`config.mk`:
```
export PLATFORM = sky130hd
export DESIGN_NAME = cfg_port_decoder
export DESIGN_NICKNAME = d
export VERILOG_FILES = /design/src/rtl/cfg_port_pkg.sv /design/src/rtl/cfg_port_decode.sv /design/src/rtl/cfg_addr_reg.sv /design/src/rtl/cfg_xact_fsm.sv /design/src/rtl/cfg_port_decoder.sv
export SDC_FILE = /design/constraint.sdc
export NUM_CORES = 1
export LEC_CHECK = 0
export ABC_AREA = 1
export CORE_ASPECT_RATIO = 1.2
export CORE_UTILIZATION = 45
export CTS_BUF_LIST = sky130_fd_sc_hd__clkbuf_16
export DETAILED_ROUTE_END_ITERATION = 10
export DONT_BUFFER_PORTS = 1
export PLACE_DENSITY = 0.56
export SLEW_MARGIN = 25
export SYNTH_ARGS = -nofsm -noshare
export SYNTH_HDL_FRONTEND = slang
export SYNTH_HIERARCHICAL = 1
export SYNTH_SLANG_ARGS = --single-unit
```
`constraint.sdc`:
```
create_clock -name clk -period 2.2 [get_ports clk]
set_input_delay 0.22 -clock clk [delete_from_list [all_inputs] [get_ports clk]]
set_output_delay 0.22 -clock clk [all_outputs]
set_load 0.02 [all_outputs]
```
`src/rtl/cfg_port_pkg.sv`:
```
package cfg_port_pkg;

    localparam int DATA_W  = 32;
    localparam int LANES   = DATA_W / 8;
    localparam int IDX_W   = 10;

    // bits kept in the address register: enable, extended offset, bus, devfn, dword
    localparam logic [DATA_W-1:0] ADDR_KEEP_MASK = 32'h8FFF_FFFC;

    typedef enum logic [1:0] {
        ACC_NONE,
        ACC_ADDR,
        ACC_WIN,
        ACC_OTHER
    } acc_kind_e;

    typedef enum logic [1:0] {
        ST_IDLE,
        ST_BUSY,
        ST_DONE
    } xact_state_e;

    typedef struct packed {
        logic [7:0]       bus;
        logic [7:0]       devfn;
        logic [IDX_W-1:0] dw_idx;
    } cfg_target_t;

    function automatic logic [1:0] first_lane(input logic [LANES-1:0] be);
        logic [1:0] r;
        r = 2'd0;
        for (int i = LANES - 1; i >= 0; i--) begin
            if (be[i]) r = 2'(i);
        end
        return r;
    endfunction

    function automatic cfg_target_t target_of(input logic [DATA_W-1:0] a);
        cfg_target_t t;
        t.bus    = a[23:16];
        t.devfn  = a[15:8];
        t.dw_idx = {a[27:24], a[7:2]};
        return t;
    endfunction

endpackage

```
`src/rtl/cfg_port_decode.sv`:
```
module cfg_port_decode
    import cfg_port_pkg::*;
#(
    parameter logic [15:0] ADDR_PORT = 16'h0CF8,
    parameter logic [15:0] DATA_PORT = 16'h0CFC
) (
    input  logic [15:0]      io_port,
    input  logic [LANES-1:0] io_be,
    input  logic             io_rd,
    input  logic             io_wr,
    output acc_kind_e        kind
);

    logic strobe;
    logic lanes_ok;

    always_comb begin
        strobe   = io_rd | io_wr;
        lanes_ok = (io_be != '0) && (first_lane(io_be) == io_port[1:0]);
        if (!strobe) begin
            kind = ACC_NONE;
        end else if (!lanes_ok) begin
            kind = ACC_OTHER;
        end else if (io_port[15:2] == ADDR_PORT[15:2]) begin
            kind = ACC_ADDR;
        end else if (io_port[15:2] == DATA_PORT[15:2]) begin
            kind = ACC_WIN;
        end else begin
            kind = ACC_OTHER;
        end
    end

endmodule

```
`src/rtl/cfg_addr_reg.sv`:
```
module cfg_addr_reg
    import cfg_port_pkg::*;
(
    input  logic              clk,
    input  logic              rst,
    input  logic              wr_hit,
    input  logic [LANES-1:0]  be,
    input  logic [DATA_W-1:0] wdata,
    output logic [DATA_W-1:0] q
);

    logic full_write;
    assign full_write = wr_hit && (be == '1);

    always_ff @(posedge clk) begin
        if (rst) begin
            q <= '0;
        end else if (full_write) begin
            q <= wdata & ADDR_KEEP_MASK;
        end
    end

    AST_ADDR_LATCH: assert property (@(posedge clk) disable iff (rst)
        (wr_hit && be == 4'hF) |=> (q == ($past(wdata) & 32'h8FFF_FFFC)));

    AST_PARTIAL_HOLD: assert property (@(posedge clk) disable iff (rst)
        (wr_hit && be != 4'hF) |=> $stable(q));

endmodule

```
`src/rtl/cfg_xact_fsm.sv`:
```
module cfg_xact_fsm
    import cfg_port_pkg::*;
#(
    parameter int TIMEOUT_CYCLES = 64
) (
    input  logic              clk,
    input  logic              rst,
    input  logic              start,
    input  logic              start_write,
    input  cfg_target_t       tgt_in,
    input  logic [LANES-1:0]  be_in,
    input  logic [DATA_W-1:0] wdata_in,
    input  logic              rsp_ack,
    input  logic [DATA_W-1:0] rsp_rdata,
    output logic              idle,
    output logic              busy,
    output logic              done,
    output logic              req_write,
    output cfg_target_t       req_tgt,
    output logic [LANES-1:0]  req_be,
    output logic [DATA_W-1:0] req_wdata,
    output logic [DATA_W-1:0] rdata
);

    localparam int CW = $clog2(TIMEOUT_CYCLES + 1);
    localparam logic [CW-1:0] LAST = CW'(TIMEOUT_CYCLES - 1);

    xact_state_e   state_q;
    logic [CW-1:0] cnt_q;

    always_ff @(posedge clk) begin
        if (rst) begin
            state_q   <= ST_IDLE;
            cnt_q     <= '0;
            rdata     <= '0;
            req_write <= 1'b0;
            req_tgt   <= '0;
            req_be    <= '0;
            req_wdata <= '0;
        end else begin
            case (state_q)
                ST_IDLE: begin
                    if (start) begin
                        state_q   <= ST_BUSY;
                        cnt_q     <= '0;
                        req_write <= start_write;
                        req_tgt   <= tgt_in;
                        req_be    <= be_in;
                        req_wdata <= wdata_in;
                    end
                end
                ST_BUSY: begin
                    if (rsp_ack) begin
                        rdata   <= req_write ? '1 : rsp_rdata;
                        state_q <= ST_DONE;
                    end else if (cnt_q == LAST) begin
                        rdata   <= '1;
                        state_q <= ST_DONE;
                    end else begin
                        cnt_q <= cnt_q + 1'b1;
                    end
                end
                default: state_q <= ST_IDLE;
            endcase
        end
    end

    assign idle = (state_q == ST_IDLE);
    assign busy = (state_q == ST_BUSY);
    assign done = (state_q == ST_DONE);

    AST_REQ_HOLD: assert property (@(posedge clk) disable iff (rst)
        (busy && !rsp_ack && cnt_q != LAST) |=>
            (busy && $stable(req_tgt) && $stable(req_be) && $stable(req_wdata) && $stable(req_write)));

    AST_ACK_DATA: assert property (@(posedge clk) disable iff (rst)
        (busy && rsp_ack && !req_write) |=> (done && rdata == $past(rsp_rdata)));

    AST_TIMEOUT_ONES: assert property (@(posedge clk) disable iff (rst)
        (busy && !rsp_ack && cnt_q == LAST) |=> (done && rdata == 32'hFFFF_FFFF));

endmodule

```
`src/rtl/cfg_port_decoder.sv`:
```
module cfg_port_decoder
    import cfg_port_pkg::*;
#(
    parameter logic [15:0] ADDR_PORT      = 16'h0CF8,
    parameter logic [15:0] DATA_PORT      = 16'h0CFC,
    parameter int          TIMEOUT_CYCLES = 64
) (
    input  logic        clk,
    input  logic        rst,
    input  logic [15:0] io_port,
    input  logic [3:0]  io_be,
    input  logic        io_rd,
    input  logic        io_wr,
    input  logic [31:0] io_wdata,
    output logic [31:0] io_rdata,
    output logic        io_ready,
    output logic        req_valid,
    output logic        req_write,
    output logic [7:0]  req_bus,
    output logic [7:0]  req_devfn,
    output logic [9:0]  req_dw_idx,
    output logic [3:0]  req_be,
    output logic [31:0] req_wdata,
    input  logic        rsp_ack,
    input  logic [31:0] rsp_rdata
);

    acc_kind_e         kind;
    logic [DATA_W-1:0] addr_q;
    logic              win_en;
    logic              fsm_idle;
    logic              fsm_done;
    logic              start;
    logic              addr_wr_hit;
    logic              quick_done;
    cfg_target_t       req_tgt;
    logic [DATA_W-1:0] fsm_rdata;

    cfg_port_decode #(
        .ADDR_PORT (ADDR_PORT),
        .DATA_PORT (DATA_PORT)
    ) decode_i (
        .io_port (io_port),
        .io_be   (io_be),
        .io_rd   (io_rd),
        .io_wr   (io_wr),
        .kind    (kind)
    );

    assign addr_wr_hit = fsm_idle && io_wr && (kind == ACC_ADDR);

    cfg_addr_reg addr_i (
        .clk    (clk),
        .rst    (rst),
        .wr_hit (addr_wr_hit),
        .be     (io_be),
        .wdata  (io_wdata),
        .q      (addr_q)
    );

    assign win_en = addr_q[31];
    assign start  = fsm_idle && win_en && (kind == ACC_WIN);

    cfg_xact_fsm #(
        .TIMEOUT_CYCLES (TIMEOUT_CYCLES)
    ) fsm_i (
        .clk         (clk),
        .rst         (rst),
        .start       (start),
        .start_write (io_wr),
        .tgt_in      (target_of(addr_q)),
        .be_in       (io_be),
        .wdata_in    (io_wdata),
        .rsp_ack     (rsp_ack),
        .rsp_rdata   (rsp_rdata),
        .idle        (fsm_idle),
        .busy        (req_valid),
        .done        (fsm_done),
        .req_write   (req_write),
        .req_tgt     (req_tgt),
        .req_be      (req_be),
        .req_wdata   (req_wdata),
        .rdata       (fsm_rdata)
    );

    assign req_bus    = req_tgt.bus;
    assign req_devfn  = req_tgt.devfn;
    assign req_dw_idx = req_tgt.dw_idx;

    always_comb begin
        quick_done = fsm_idle && ((kind == ACC_ADDR) || (kind == ACC_OTHER) ||
                                  ((kind == ACC_WIN) && !win_en));
        io_ready   = fsm_done || quick_done;
        if (fsm_done) begin
            io_rdata = fsm_rdata;
        end else if (kind == ACC_ADDR) begin
            io_rdata = addr_q;
        end else begin
            io_rdata = '1;
        end
    end

    AST_STALL_WHILE_REQ: assert property (@(posedge clk) disable iff (rst)
        req_valid |-> !io_ready);

    AST_DISABLED_ONES: assert property (@(posedge clk) disable iff (rst)
        (fsm_idle && kind == ACC_WIN && !addr_q[31] && io_rd && !io_wr) |->
            (io_ready && io_rdata == 32'hFFFF_FFFF));

    AST_NO_REQ_DISABLED: assert property (@(posedge clk) disable iff (rst)
        $rose(req_valid) |-> $past(addr_q[31]));

endmodule

```
**After elaboration in Yosys (flattened, before gate mapping)**

Cells that the tools add are included.

- Bitwise operators: 1
- Reduce and logical (&&, ||, !) cells: 20
- Multiplexer cells: 21
- Equality and inequality tests: 14
- Add/subtract/negate cells: 1

Operators with widths:

| kind | number |
|---|---|
| 32-bit 2-to-1 mux | 5 |
| 14-bit by 10-bit equality test with 1-bit output, second input constant | 2 |
| 7-bit 2-to-1 mux | 3 |
| 2-bit 2-to-1 mux | 10 |
| 7-bit case mux with 2 select lines | 1 |
| 1-bit logical AND | 8 |
| 7-bit by 1-bit adder with 7-bit output, second input constant | 1 |
| 7-bit by 6-bit equality test with 1-bit output, second input constant | 1 |
| 2-bit equality test, second input constant | 3 |
| 2-bit AND reduction | 3 |
| 2-bit by 1-bit equality test with 1-bit output, second input constant | 2 |
| 4-bit equality test, second input constant | 1 |
| 2-bit != test, second input constant | 2 |
| 2-bit case mux with 2 select lines | 1 |
| 4-bit AND reduction | 1 |
| 2-bit nonzero test | 2 |
| 4-bit nonzero test | 1 |
| 1-bit logical OR | 3 |
| 3-bit by 1-bit != test with 1-bit output, second input constant | 1 |
| 2-bit equality test | 1 |
| 2-bit zero test | 1 |
| 2-bit by 1-bit != test with 1-bit output, second input constant | 1 |
| 1-bit zero test | 1 |
| 1-bit 2-to-1 mux | 1 |
| 1-bit bitwise OR | 1 |

- Logic and storage cells: 67
- Output and inout port bits: 97
- Flip-flop bits (word level): 131
- Input bits: 89

**Logic depth before layout (Yosys ltp)**

- Word-level depth: 13
- Gate-level depth with buffers: 16
- Depth with buffers taken out: 15

**Cells and area by module**

Netlist, hierarchy kept.

By module, submodules not included:

| module | cells each | area an instance (um^2) | instances | seq. area each (um^2) |
|---|---|---|---|---|
| cfg_xact_fsm | 562 | 4254.1 | 1 | 2082.0 |
| cfg_addr_reg | 184 | 1300.0 | 1 | 540.5 |
| cfg_port_decoder | 118 | 603.1 | 1 | 0.0 |
| cfg_port_decode | 33 | 146.4 | 1 | 0.0 |

**Least setup slack after synthesis**

Ideal clock, no wire load.

- Path type: in2reg
- From: in io_be[2]
- To: reg fsm_i.cnt_q[1]
- Setup slack: 0.460 ns
- Buffers on the path: 1
- Cell stages on the path: 15
- Library setup time: 0.113 ns
- Required time: 2.087 ns
- Arrival: 1.627 ns
- Cell sequence: inv_1 -> nand2_1 -> nand2_1 -> nand3_1 -> nand3_2 -> nor2_1 -> nor2_1 -> nand2_1 -> nor3_1 -> nand2_2 -> buf_2 -> nand2_4 -> inv_1 -> nor2_1 -> nor2_1

- Longest elaborated chain between the ends: 11
- Elaborated cells on any way between the ends: 12
- Classes of those cells: eq/ne (3); mux (5); reduce/logical (4)

RTL lines:

| element | RTL line | text |
|---|---|---|
| start, declared | cfg_port_decoder.sv:11 | `input logic [3:0] io_be,` |
| 2-bit 2-to-1 mux (3 in series) | cfg_port_pkg.sv:33 | `if (be[i]) r = 2'(i);` |
| 2-bit equality test | cfg_port_decode.sv:19 | `lanes_ok = (io_be != '0) && (first_lane(io_be) == io_port[1:0]);` |
| 1-bit logical AND * | cfg_port_decode.sv:19 |  |
| 2-bit 2-to-1 mux * | cfg_port_decode.sv:22 | `end else if (!lanes_ok) begin` |
| 2-bit 2-to-1 mux * | cfg_port_decode.sv:20 | `if (!strobe) begin` |
| net kind[1] | cfg_port_decoder.sv:28 | `acc_kind_e kind;` |
| 2-bit equality test * | cfg_port_decoder.sv:62 | `assign start = fsm_idle && win_en && (kind == ACC_WIN);` |
| 1-bit logical AND * | cfg_port_decoder.sv:62 |  |
| net start | cfg_port_decoder.sv:33 | `logic start;` |
| 2-bit by 1-bit != test with 1-bit output (no source line) * | - |  |
| 4-bit AND reduction (no source line) * | - |  |
| end signal, assigned | cfg_xact_fsm.sv:60 | `cnt_q <= cnt_q + 1'b1;` |
| end, declared | cfg_xact_fsm.sv:29 | `logic [CW-1:0] cnt_q;` |

The timed path passes the listed nets; every way through them passes the cells marked *.
A chain may end at the register's enable or synchronous reset.

**Worst setup path in the final report**

- From: reg fsm_i.state_q[1]
- To: out io_rdata[15]

- Longest elaborated chain between the ends: 2

RTL lines:

| element | RTL line | text |
|---|---|---|
| start, declared | cfg_xact_fsm.sv:28 | `xact_state_e state_q;` |
| start signal, assigned | cfg_xact_fsm.sv:33 | `state_q <= ST_IDLE;` |
| start signal, assigned | cfg_xact_fsm.sv:44 | `state_q <= ST_BUSY;` |
| start signal, assigned | cfg_xact_fsm.sv:55 | `state_q <= ST_DONE;` |
| 2-bit equality test | cfg_xact_fsm.sv:70 | `assign done = (state_q == ST_DONE);` |
| net fsm_done | cfg_port_decoder.sv:32 | `logic fsm_done;` |
| 32-bit 2-to-1 mux | cfg_port_decoder.sv:94 | `if (fsm_done) begin` |
| end, declared | cfg_port_decoder.sv:15 | `output logic [31:0] io_rdata,` |

The timed path passes the listed nets, and every way through them passes these cells.

==> metrics <==
TNS Setup=0 ns; largest cells by area after synthesis=dfxtp_1, nor2_1, inv_1, nand2_1, a21oi_2; Crit Path Category=reg -> out; clk slew on worst S/H paths=0.06 ns; crit path DAT=1.82 ns; Startpoint Class=register; 1st-iter DRT viols=389; top cell type by total area after synthesis=dfxtp_1; vias post-DR=around 5800; FF-to-FF setup slack=approximately 0.59 ns; CTS tree=built; diode count=0; EDFF count, synth=0; most common flop cell mapped by yosys=dfxtp_1; dpl ws=roughly 0.29 ns; aggregate routed wire length=around 18000 um; Chip Width=110 um; Setup crit end kind=primary output; Die Ht=approximately 130 um; DR DRC count=0; final setup vio count=0; commonest non-fill, non-tap cells in the layout=nor2_1, dfxtp_1, inv_1, nand2_1, o21ai_0; DR vias/cell=5.15; fin crit period=~2.0 ns; Layout area overhead=17.4%; Final Hold Viols=0; IO Pins=between 150 and 200; fin util=53.8%; RSZ-0062 raised after global routing=no; WHS=0.0200 ns; Slowest-stage cell, CP=dfxtp_1; Yosys warnings=6; maximum VDD drop=about 600 uV; synth unique cells=33; Synth Instances=897; skew final=between 0.009 and 0.01 ns; initial antenna violation count=0; Required @ worst endpoint=around 2.0 ns; Starting Density=a little under half; H-tree lvl count=4; drt first pass iters=5; Slew HR=between 40% and 50%; IO buf count=0; Clock Latency Late Sink=0.42 ns; ANT nets after route=0; Logic pwr share=6.4%; Die ar.=between 10000 and 15000 um2; Mean Syn Cell Area=between 7 and 8 um2; global-route wire length before repair=about 27000 um; most used cell, CP=buf_4; Core Region=between 10000 and 15000 um2; power per cell area=around 740 nW/um2; Fmax=491 MHz; Leak=3.09 nW; Root Buffer=clkbuf_16; CTS buffer count=17; Seq/Total Area, Yosys=between 40% and 50%; all-layer global routing usage=24.4%; Clock power frac=50.2%; final worst setup slack=approximately 0.16 ns; worst hold path type=in -> reg; cell chain of the critical path=inv_1 -> nor2_2 -> buf_4 -> nor2_1 -> a21oi_1 -> buf_4; Synth top area share=between 40% and 50%; Least-Margin Pin Slew=about 0.75 ns; Cells after DPL=roughly 1100; post-detail-place hpwl=12200 um; post-route clock period utilization=approximately 93%; clk buf depth=2; Netlist Area Pre-Place=6300 um2; Post-Layout Cell Count=between 1000 and 1500; internal power=roughly 0.0043 W; #FFs+latches synth=131; FFs w/ async S/R, synth=0%; Fill cells=between 1000 and 1500; RePlAce Congestion=approximately 0.82; NetSw=between 0.001 and 0.0015 W; pin count of the biggest net entering global routing=58; final count of pins violating max slew=0; sw frac=around 22%; CP max stage delay=between 0.3 and 0.4 ns; MaxCap Viol Count=0; number of core rows=47; vias in the first global route=5341; clock sink count=131; layout cells sized above 1=between 10% and 20%; Final nets=about 1000; status=complete, no violations; commonest non-fill, non-tap cell in the layout=nor2_1; Max FO, Critical Path=26; Sequential Power Share=between 40% and 50%; grt ovf=0; WL/cell=15.7 um
-- synthesized netlist by cell type (all sizes together), types with 2 or more instances --
| cell type | number |
|---|---|
| dfxtp | 131 |
| nand3 | 46 |
| nor2 | 271 |
| buf | 43 |
| o21ai | 66 |
| nand2 | 96 |
| a21oi | 70 |
| clkbuf | 16 |
| inv | 117 |
| o21bai | 2 |
| nor3 | 2 |
| nand4 | 32 |
-- worst max-delay path, delay by kind of cell (launching register included) --
kind                   cells  cell delay [ns]
buffers and inverters      3             0.56
and+or+nand+nor            2             0.28
DFF                        1             0.34
AOI/OAI and AO/OA          1             0.21
-- cell families (layout without fill, tap and decap cells) --
group                      Yosys count  count (layout)  share of synthesized area (%)
and+or+nand+nor                    449             449                           30.9
buffers and inverters              177             223                           13.4
AOI/OAI and AO/OA                  138             138                           13.8
DFF                                131             131                           41.6
adders and majority gates            1               1                          0.198
other                                1               5                         0.0595
-- what timing repair did --
item / in CTS / in global routing
hold endpoints to repair: 42 / 0
buffers inserted: 0 / 0
hold buffers: 36 / 0
setup endpoints to repair: 0 / 0
resized for setup: 0 / 0
-- cell type report --
class / count / area, um2 / share of cell area, %
clock inverters: 15 / 150 / 2.03
clock buffers: 17 / 425 / 5.75
flip-flops and latches: 131 / 2620 / 35.4
repair buffers: 73 / 688 / 9.30
multi-input cells: 593 / 2850 / 38.6
well taps: 171 / 214 / 2.89
inverters: 118 / 445 / 6.02
-- registers in the layout, indices dropped and copies added (netlist names) --
| signal | count |
|---|---|
| fsm_i/rdata | 32 |
| fsm_i/req_wdata | 32 |
| addr_i/q | 27 |
| fsm_i/req_tgt | 26 |
| fsm_i/cnt_q | 7 |
| fsm_i/req_be | 4 |
| fsm_i/state_q | 2 |
| fsm_i/req_write | 1 |
-- metrics by stage --
| step | power [W] | cell area, um2 |
|---|---|---|
| final | 0.00549 | 7400 |
| after global routing | 0.00567 | 7400 |
| after CTS | 0.00554 | 7400 |
| after detailed placement | 0.00273 | 6460 |
| after global placement | 0.00273 | 6460 |
| after floorplan | 0.00268 | 6320 |
-- power by group through the flow --
stage / sequential, W / combinational, W / clock (W)
floorplan: 0.00243 / 0.000240 / 0
global placement: 0.00244 / 0.000290 / 0
detailed placement: 0.00244 / 0.000294 / 0
CTS: 0.00239 / 0.000348 / 0.00281
global route: 0.00239 / 0.000383 / 0.00290
finish: 0.00239 / 0.000349 / 0.00275
-- path summary, 6_finish.rpt --
| path | depth (start not counted) | end | start |
|---|---|---|---|
| min | 3 | fsm_i/rdata[1] | rsp_ack |
| max reg2reg | 8 | fsm_i/cnt_q[1] | fsm_i/state_q[1] |
| max | 6 | io_rdata[15] | fsm_i/state_q[1] |
| min reg2reg | 2 | fsm_i/rdata[0] | fsm_i/rdata[0] |
-- per-layer routing --
metal / wire [um] / global-route usage, % / up-vias
met2: 8560 / 41.2 / 213
met3: 1270 / 5.85 / 26
met5: 0 / 0 / -
li1: - / - / 2876
met1: 7270 / 28.8 / 2644
met4: 422 / 10.2 / 0
Power figures use the tool's default switching activity.
